--- config.mk ---
export PLATFORM = sky130hd
export DESIGN_NAME = por_seq
export DESIGN_NICKNAME = d
export VERILOG_FILES = /design/src/rtl/por_seq_pkg.sv /design/src/rtl/por_sync.sv /design/src/rtl/por_qual_timer.sv /design/src/rtl/por_seq.sv
export SDC_FILE = /design/constraint.sdc
export NUM_CORES = 1
export LEC_CHECK = 0
export BUFFER_PORTS_ARGS = -buffer_cell sky130_fd_sc_hd__clkbuf_2
export CAP_MARGIN = 0
export CORE_ASPECT_RATIO = 0.6
export CORE_MARGIN = 1
export CORE_UTILIZATION = 35
export DETAILED_ROUTE_END_ITERATION = 12
export PLACE_DENSITY = 0.62
export RECOVER_POWER = 100
export SLEW_MARGIN = 15
export SYNTH_ARGS = -nofsm -noshare
export SYNTH_HDL_FRONTEND = slang
export SYNTH_SLANG_ARGS = --single-unit
--- constraint.sdc ---
create_clock -name clk_i -period 3.8 [get_ports clk_i]
set_input_delay 0.57 -clock clk_i [delete_from_list [all_inputs] [get_ports clk_i]]
set_output_delay 0.57 -clock clk_i [all_outputs]
set_load 0.01 [all_outputs]
--- src/rtl/por_seq_pkg.sv ---
package por_seq_pkg;
  localparam int HOLD_W      = 4;
  localparam int HOLD_HV     = 0;
  localparam int HOLD_CORE   = 1;
  localparam int HOLD_EXT    = 2;
  localparam int HOLD_STABLE = 3;
  localparam int N_RAILS     = 2;
endpackage

--- src/rtl/por_sync.sv ---
module por_sync #(
  parameter int W     = 1,
  parameter bit GUARD = 1'b0
) (
  input  logic         clk_i,
  input  logic         rst_i,
  input  logic [W-1:0] async_i,
  output logic [W-1:0] sync_o
);
  logic [W-1:0] stage1_q;
  logic [W-1:0] stage2_q;

  always_ff @(posedge clk_i) begin
    if (rst_i) begin
      stage1_q <= '0;
      stage2_q <= '0;
    end else begin
      stage1_q <= async_i;
      stage2_q <= stage1_q;
    end
  end

  generate
    if (GUARD) begin : g_guard
      assign sync_o = stage1_q & stage2_q;
    end else begin : g_plain
      assign sync_o = stage2_q;
    end
  endgenerate

  a_r11_two_stage: assert property (@(posedge clk_i) disable iff (rst_i)
    $rose(stage2_q[0]) |-> $past(async_i[0], 2));
endmodule

--- src/rtl/por_qual_timer.sv ---
module por_qual_timer #(
  parameter int LIMIT = 131
) (
  input  logic clk_i,
  input  logic rst_i,
  input  logic valid_s_i,
  input  logic osc_s_i,
  output logic done_o
);
  localparam int CW = (LIMIT > 2) ? $clog2(LIMIT) : 1;
  localparam logic [CW-1:0] LAST = CW'(LIMIT - 1);

  logic [CW-1:0] cnt_q;
  logic          done_q;

  always_ff @(posedge clk_i) begin
    if (rst_i || !valid_s_i) begin
      cnt_q  <= '0;
      done_q <= 1'b0;
    end else if (osc_s_i && !done_q) begin
      if (cnt_q == LAST) begin
        done_q <= 1'b1;
      end else begin
        cnt_q <= cnt_q + 1'b1;
      end
    end
  end

  assign done_o = done_q;

  a_r6_restart: assert property (@(posedge clk_i) disable iff (rst_i)
    !valid_s_i |=> (cnt_q == '0) && !done_q);
  a_r5_osc_gate: assert property (@(posedge clk_i) disable iff (rst_i)
    (valid_s_i && !osc_s_i && !done_q) |=> $stable(cnt_q) && !done_q);
  a_r2_done_holds: assert property (@(posedge clk_i) disable iff (rst_i)
    (done_q && valid_s_i) |=> done_q);
endmodule

--- src/rtl/por_seq.sv ---
module por_seq
  import por_seq_pkg::*;
#(
  parameter int HV_CYCLES   = 131,
  parameter int CORE_CYCLES = 33,
  parameter int N_STABLE    = 3
) (
  input  logic                clk_i,
  input  logic                rst_i,
  input  logic                osc_ready_i,
  input  logic                hv_valid_i,
  input  logic                core_valid_i,
  input  logic                ext_rst_n_i,
  input  logic [N_STABLE-1:0] rail_stable_i,
  output logic                por_int_n_o,
  output logic                sys_rst_n_o,
  output logic [HOLD_W-1:0]   hold_o
);
  localparam int LVL_W   = 1 + N_RAILS;
  localparam int GUARD_W = 1 + N_STABLE;
  localparam int LIMITS [N_RAILS] = '{HV_CYCLES, CORE_CYCLES};

  logic [LVL_W-1:0]   lvl_s;
  logic [GUARD_W-1:0] grd_s;
  logic [N_RAILS-1:0] rail_raw;
  logic [N_RAILS-1:0] rail_done;
  logic [N_RAILS-1:0] rail_ok;
  logic               osc_s;
  logic               ext_ok;
  logic               stab_ok;

  assign rail_raw = {core_valid_i, hv_valid_i};

  por_sync #(.W(LVL_W), .GUARD(1'b0)) i_lvl_sync (
    .clk_i  (clk_i),
    .rst_i  (rst_i),
    .async_i({rail_raw, osc_ready_i}),
    .sync_o (lvl_s)
  );

  por_sync #(.W(GUARD_W), .GUARD(1'b1)) i_grd_sync (
    .clk_i  (clk_i),
    .rst_i  (rst_i),
    .async_i({rail_stable_i, ext_rst_n_i}),
    .sync_o (grd_s)
  );

  assign osc_s = lvl_s[0];

  generate
    for (genvar r = 0; r < N_RAILS; r++) begin : g_rail
      por_qual_timer #(.LIMIT(LIMITS[r])) i_timer (
        .clk_i    (clk_i),
        .rst_i    (rst_i),
        .valid_s_i(lvl_s[1+r]),
        .osc_s_i  (osc_s),
        .done_o   (rail_done[r])
      );
      assign rail_ok[r] = rail_done[r] & rail_raw[r];
    end
  endgenerate

  assign ext_ok  = ext_rst_n_i & grd_s[0];
  assign stab_ok = (&rail_stable_i) & (&grd_s[GUARD_W-1:1]);

  assign por_int_n_o = &rail_ok;
  assign sys_rst_n_o = por_int_n_o & ext_ok & stab_ok;

  always_comb begin
    hold_o              = '0;
    hold_o[HOLD_HV]     = ~rail_ok[0];
    hold_o[HOLD_CORE]   = ~rail_ok[1];
    hold_o[HOLD_EXT]    = ~ext_ok;
    hold_o[HOLD_STABLE] = ~stab_ok;
  end

  a_r4_release_needs_rails: assert property (@(posedge clk_i) disable iff (rst_i)
    $rose(por_int_n_o) |-> $past(hv_valid_i) && $past(core_valid_i));
  a_r8_ext_holds: assert property (@(posedge clk_i) disable iff (rst_i)
    !$past(ext_rst_n_i) |-> !sys_rst_n_o);
  a_r9_stable_holds: assert property (@(posedge clk_i) disable iff (rst_i)
    !$past(&rail_stable_i) |-> !sys_rst_n_o);
  a_r10_status_match: assert property (@(posedge clk_i) disable iff (rst_i)
    sys_rst_n_o |-> (hold_o == '0));
endmodule

### After elaboration in Yosys (flattened, before gate mapping)

Index checks and enable logic that the tools add are counted.

* bits in registers: 30
* input bits: 9
* logic and storage cells: 40

* $add $sub $neg: 2
* equal/unequal tests: 2
* bitwise operators: 13
* reduce and logical (&&, ||, !) cells: 15

Operators by type and width (count)
* 2-bit AND reduction: 5
* 8-bit by 1-bit adder with 8-bit output (second input constant): 1
* 8-bit == test (second input constant): 1
* 6-bit by 1-bit adder with 6-bit output (second input constant): 1
* 1-bit bitwise AND: 6
* 6-bit == test (second input constant): 1
* 1-bit inverter: 6
* 3-bit AND reduction: 2
* 4-bit bitwise AND: 1
* 1-bit logical NOT: 4
* 1-bit logical AND: 2
* 1-bit logical OR: 2

### Longest topological paths before layout

* depth in word-level cells: 4
* gate-level depth with buffers: 5
* mapped depth without buffers: 5

### Cells and area by module

A second synthesis with hierarchy kept.

* cell total of the unflattened synthesis: 133
* area total of the unflattened synthesis: 1267.5 µm²

Modules (own cells, without submodules)
* por_qual_timer at g_rail[0].i_timer: instances 1, cells each 51, area an instance 460.4 µm², seq. area each 180.2 µm²
* por_qual_timer at g_rail[1].i_timer: instances 1, cells each 41, area an instance 361.6 µm², seq. area each 140.1 µm²
* por_sync at i_grd_sync: instances 1, cells each 20, area an instance 235.2 µm², seq. area each 160.2 µm²
* por_sync at i_lvl_sync: instances 1, cells each 12, area an instance 157.7 µm², seq. area each 120.1 µm²
* por_seq: instances 1, cells each 9, area an instance 52.6 µm², seq. area each 0.0 µm²

### Worst setup path before layout

OpenSTA, ideal clock, no wires.

* path kind: input port to output port
* start point: input rail_stable_i[2]
* end point: output sys_rst_n_o
* data arrival time: 1.366 ns
* setup slack: 1.864 ns
* cell stages on the path: 3
* path buffers: 0
* cells stage by stage: nand3_1 -> or3_1 -> nor4_1

* word-level cells in the longest chain between the ends: 3

RTL lines
* start: declaration: RTL line por_seq.sv:14 `input logic [N_STABLE-1:0] rail_stable_i,`
* 3-bit AND reduction: RTL line por_seq.sv:64 `assign stab_ok = (&rail_stable_i) & (&grd_s[GUARD_W-1:1]);`
* 1-bit bitwise AND: RTL line por_seq.sv:64
* 1-bit bitwise AND: RTL line por_seq.sv:67 `assign sys_rst_n_o = por_int_n_o & ext_ok & stab_ok;`
* end: declaration: RTL line por_seq.sv:16 `output logic sys_rst_n_o,`

Every way passes these cells.

### Worst setup path in the final report

* start point: register i_grd_sync.stage1_q[2]
* end point: output sys_rst_n_o

* word-level cells in the longest chain between the ends: 4

RTL lines
* start: declaration: RTL line por_sync.sv:10 `logic [W-1:0] stage1_q;`
* start signal: assignment: RTL line por_sync.sv:18 `stage1_q <= async_i;`
* 4-bit bitwise AND: RTL line por_sync.sv:25 `assign sync_o = stage1_q & stage2_q;`
* 3-bit AND reduction: RTL line por_seq.sv:64
* 1-bit bitwise AND: RTL line por_seq.sv:64
* 1-bit bitwise AND: RTL line por_seq.sv:67

Every way passes these cells.

==> run_results.csv <==
group,metric,value,unit
power_and_ir_drop,switching_share,0.2143,
placement,port_buffers,14,
sta,rsz0062_at_grt,"no",
synth,synth.avg_cell_area,9.278,sq um
floorplanning,rows,16,
power_and_ir_drop,ir_drop,0.2383,mV
synth,yosys_warnings,0,
power_and_ir_drop,p_int,0.0004760,W
clocking,cts.hold.buffers_added,0,
power_and_ir_drop,p_seq_frac,0.536,
layout,fin_cells,196,
setup_path,critPathLaunch,"i_grd_sync.stage1_q[2]$_SDFF_PP0_",
route,totalWireLength,2114,microns
power_and_ir_drop,p_leak,0.4533,nW
global_route,grtUsageTotal,0.1301,
synth,yosysSeqAreaShare,0.4979,
route,drtIter0Drc,103,
run,max-cap-violations,0,
clocking,post_cts_buffers,0,
setup_path,regToRegStartpoint,"g_rail[0].i_timer.cnt_q[0]$_SDFFE_PP0P_",
sta,slew_headroom,0.5422,
floorplanning,start_util,0.3696,
power_and_ir_drop,powerDensity,429.2,nW/um^2
sta,post-route-period-util,0.5250,
layout,antenna_cells,0,
sta,tns,0,ns
route,antenna_left,0,
placement,gp_congestion,0.7933,
synth,synth_cell_types,24,
clocking,tritoncts,"built",
synth,mappedNetlistArea,1206,sq um
power_and_ir_drop,power.total,0.0006057,W
clocking,cts.path.max_buffers,2,
setup_path,critical_path_class,"reg -> out",
route,dr.pass1.iters,4,
power_and_ir_drop,switching_power,0.0001298,W
clocking,clk_pin_slew,0.06,ns
synth,syn_inst,130,
synth,yosys.area.top_type,"dfxtp_1",
synth,synth_fp_nets,143,
synth,synth_edf_count,0,
power_and_ir_drop,clkPwrFrac,0.436,
clocking,cts_buffers,5,
floorplanning,ios,15,
clocking,clock-root-buffer,"clkbuf_8",
global_route,grt_max_degree,19,
route,vias,947,
clocking,cts.sinks,30,
layout,syn_to_final_growth,17.01,%
layout,drive_gt1_frac,0.09934,
global_route,grt_pass1_vias,792,
min_path,hp-class,"reg -> reg",
global_route,grt_pass1_wl,3470,microns
global_route,grt-ovfl-total,0,
route,drc,0,
setup_path,endpoint_kind,"primary output",
sta,final.setup_skew,0.005965,ns
floorplanning,fp.coreArea,3263,sq um
global_route,antenna_found_initial,0,
route,wire_per_inst,10.79,microns
synth,yosysMostFrequentCell,"dfxtp_1",
placement,hpwlAfterDp,1521,microns
setup_path,start_kind,"register",
clocking,insertion_delay,0.28,ns
synth,ys.flop_type,"dfxtp_1",
power_and_ir_drop,p_comb_frac,0.029,
synth,yosys.area.top_type_share,0.4979,
sta,finalHoldViolations,0,
synth,synth-seq-cells,30,
synth,async_flop_share,0,
layout,nFillCells,323,
min_path,hp-start,"i_lvl_sync.stage1_q[0]$_SDFF_PP0_",
clocking,post_cts_resized,0,
sta,drv_slew,0,
sta,max_freq,0.5013,GHz
floorplanning,dieHeight,47.47,microns
clocking,h-tree-depth,2,
synth,synth_common_cells,"dfxtp_1, nand2_1, nor2b_1",
route,viasPerCell,4.832,
outcome,status,"completed",
sta,setup_violations,0,
setup_path,cp_max_fo,2,
sta,worst_pin_slew,0.6867,ns
placement,dp.cells,188,
sta,finalCriticalPeriod,1.995,ns
synth,ys_top_cells_by_area,"dfxtp_1, nor2b_1, nand2_1",
setup_path,critPathArrivalTime,1.43,ns
layout,fin_nets,163,
floorplanning,die_area,3692,sq um
setup_path,worstPathRequired,3.23,ns
floorplanning,die_x,77.79,microns
## per-layer routing
layer	GRT usage	share of wire	up-vias	routed length [microns]
li1	-	-	503	-
met1	0.1738	0.55	413	1165
met2	0.1752	0.37	26	791
met3	0.04571	0.059	5	125
met4	0.09811	0.015	0	31
met5	0	0	-	0
## registers in the layout, summed over array words and instances (netlist names)
name,flops
g_rail.i_timer.cnt_q,14
g_rail.i_timer.done_o,2
i_grd_sync.stage1_q,4
i_grd_sync.stage2_q,4
i_lvl_sync.stage1_q,3
i_lvl_sync.sync_o,3
## layout make-up
cell class              count  area [sq um]  share of cell area
inverters                   3         11.26            0.007979
well taps                  45         56.30             0.03989
clock inverters             1         5.005            0.003546
clock buffers               7         86.33             0.06117
repair buffers             14         61.31             0.04344
flip-flops and latches     30         600.6              0.4255
multi-input cells          96         590.6              0.4184
## power groups by stage
stage	combinational, W	sequential, W	clock, W
after floorplan	0.0000107	0.000331	0
after detailed placement	0.0000180	0.000331	0
after global placement	0.0000173	0.000331	0
final	0.0000175	0.000324	0.000264
after CTS	0.0000179	0.000324	0.000267
after global routing	0.0000201	0.000325	0.000282
## per-stage QoR
step | setup WS, ns | util | instance area (sq um) | hold WS (ns)
final | 1.805 | 0.4325 | 1411 | 0.4351
after global routing | 1.713 | 0.4325 | 1411 | 0.4630
after CTS | 1.773 | 0.4352 | 1420 | 0.4373
after detailed placement | 1.833 | 0.4072 | 1329 | 0.4226
after global placement | 1.856 | 0.4072 | 1329 | 0.4158
after floorplan | 1.864 | - | 1206 | 0.4138
## cells in the final DEF, fill, tap and decap left out, types with 5 or more instances in the layout
cell type / instances
a21oi_1: 11
clkbuf_8: 6
or3_1: 5
nand2b_1: 5
nand2_1: 17
dfxtp_1: 30
clkbuf_1: 8
clkbuf_2: 7
nor2b_1: 16
## final timing paths
kind	depth (start not counted)	endpoint	slack (ns)
worst max-delay path	4	sys_rst_n_o	1.81
worst min-delay path	1	i_lvl_sync.sync_o[0]$_SDFF_PP0_	0.44
worst max register to register	5	g_rail[0].i_timer.cnt_q[0]$_SDFFE_PP0P_	2.35
worst min register to register	1	i_lvl_sync.sync_o[0]$_SDFF_PP0_	0.44
## cell families after synthesis
kind of cell             count (synthesis)  synth area share
adder cells (fa/ha/maj)                  4           0.04150
buffers and inverters                    4           0.01244
multiplexers                             4           0.03320
AND/OR/NAND/NOR                         64            0.2946
AO/OA/AOI/OAI                           24            0.1203
flip-flops                              30            0.4979
## worst max-delay path, stage by stage, from the launching register on
cell      delay (ns)
dfxtp_1         0.33
nand4_1         0.10
or3_1           0.37
nor4_1          0.17
clkbuf_1        0.17
Note: power is estimated with default switching activity, not from simulation.
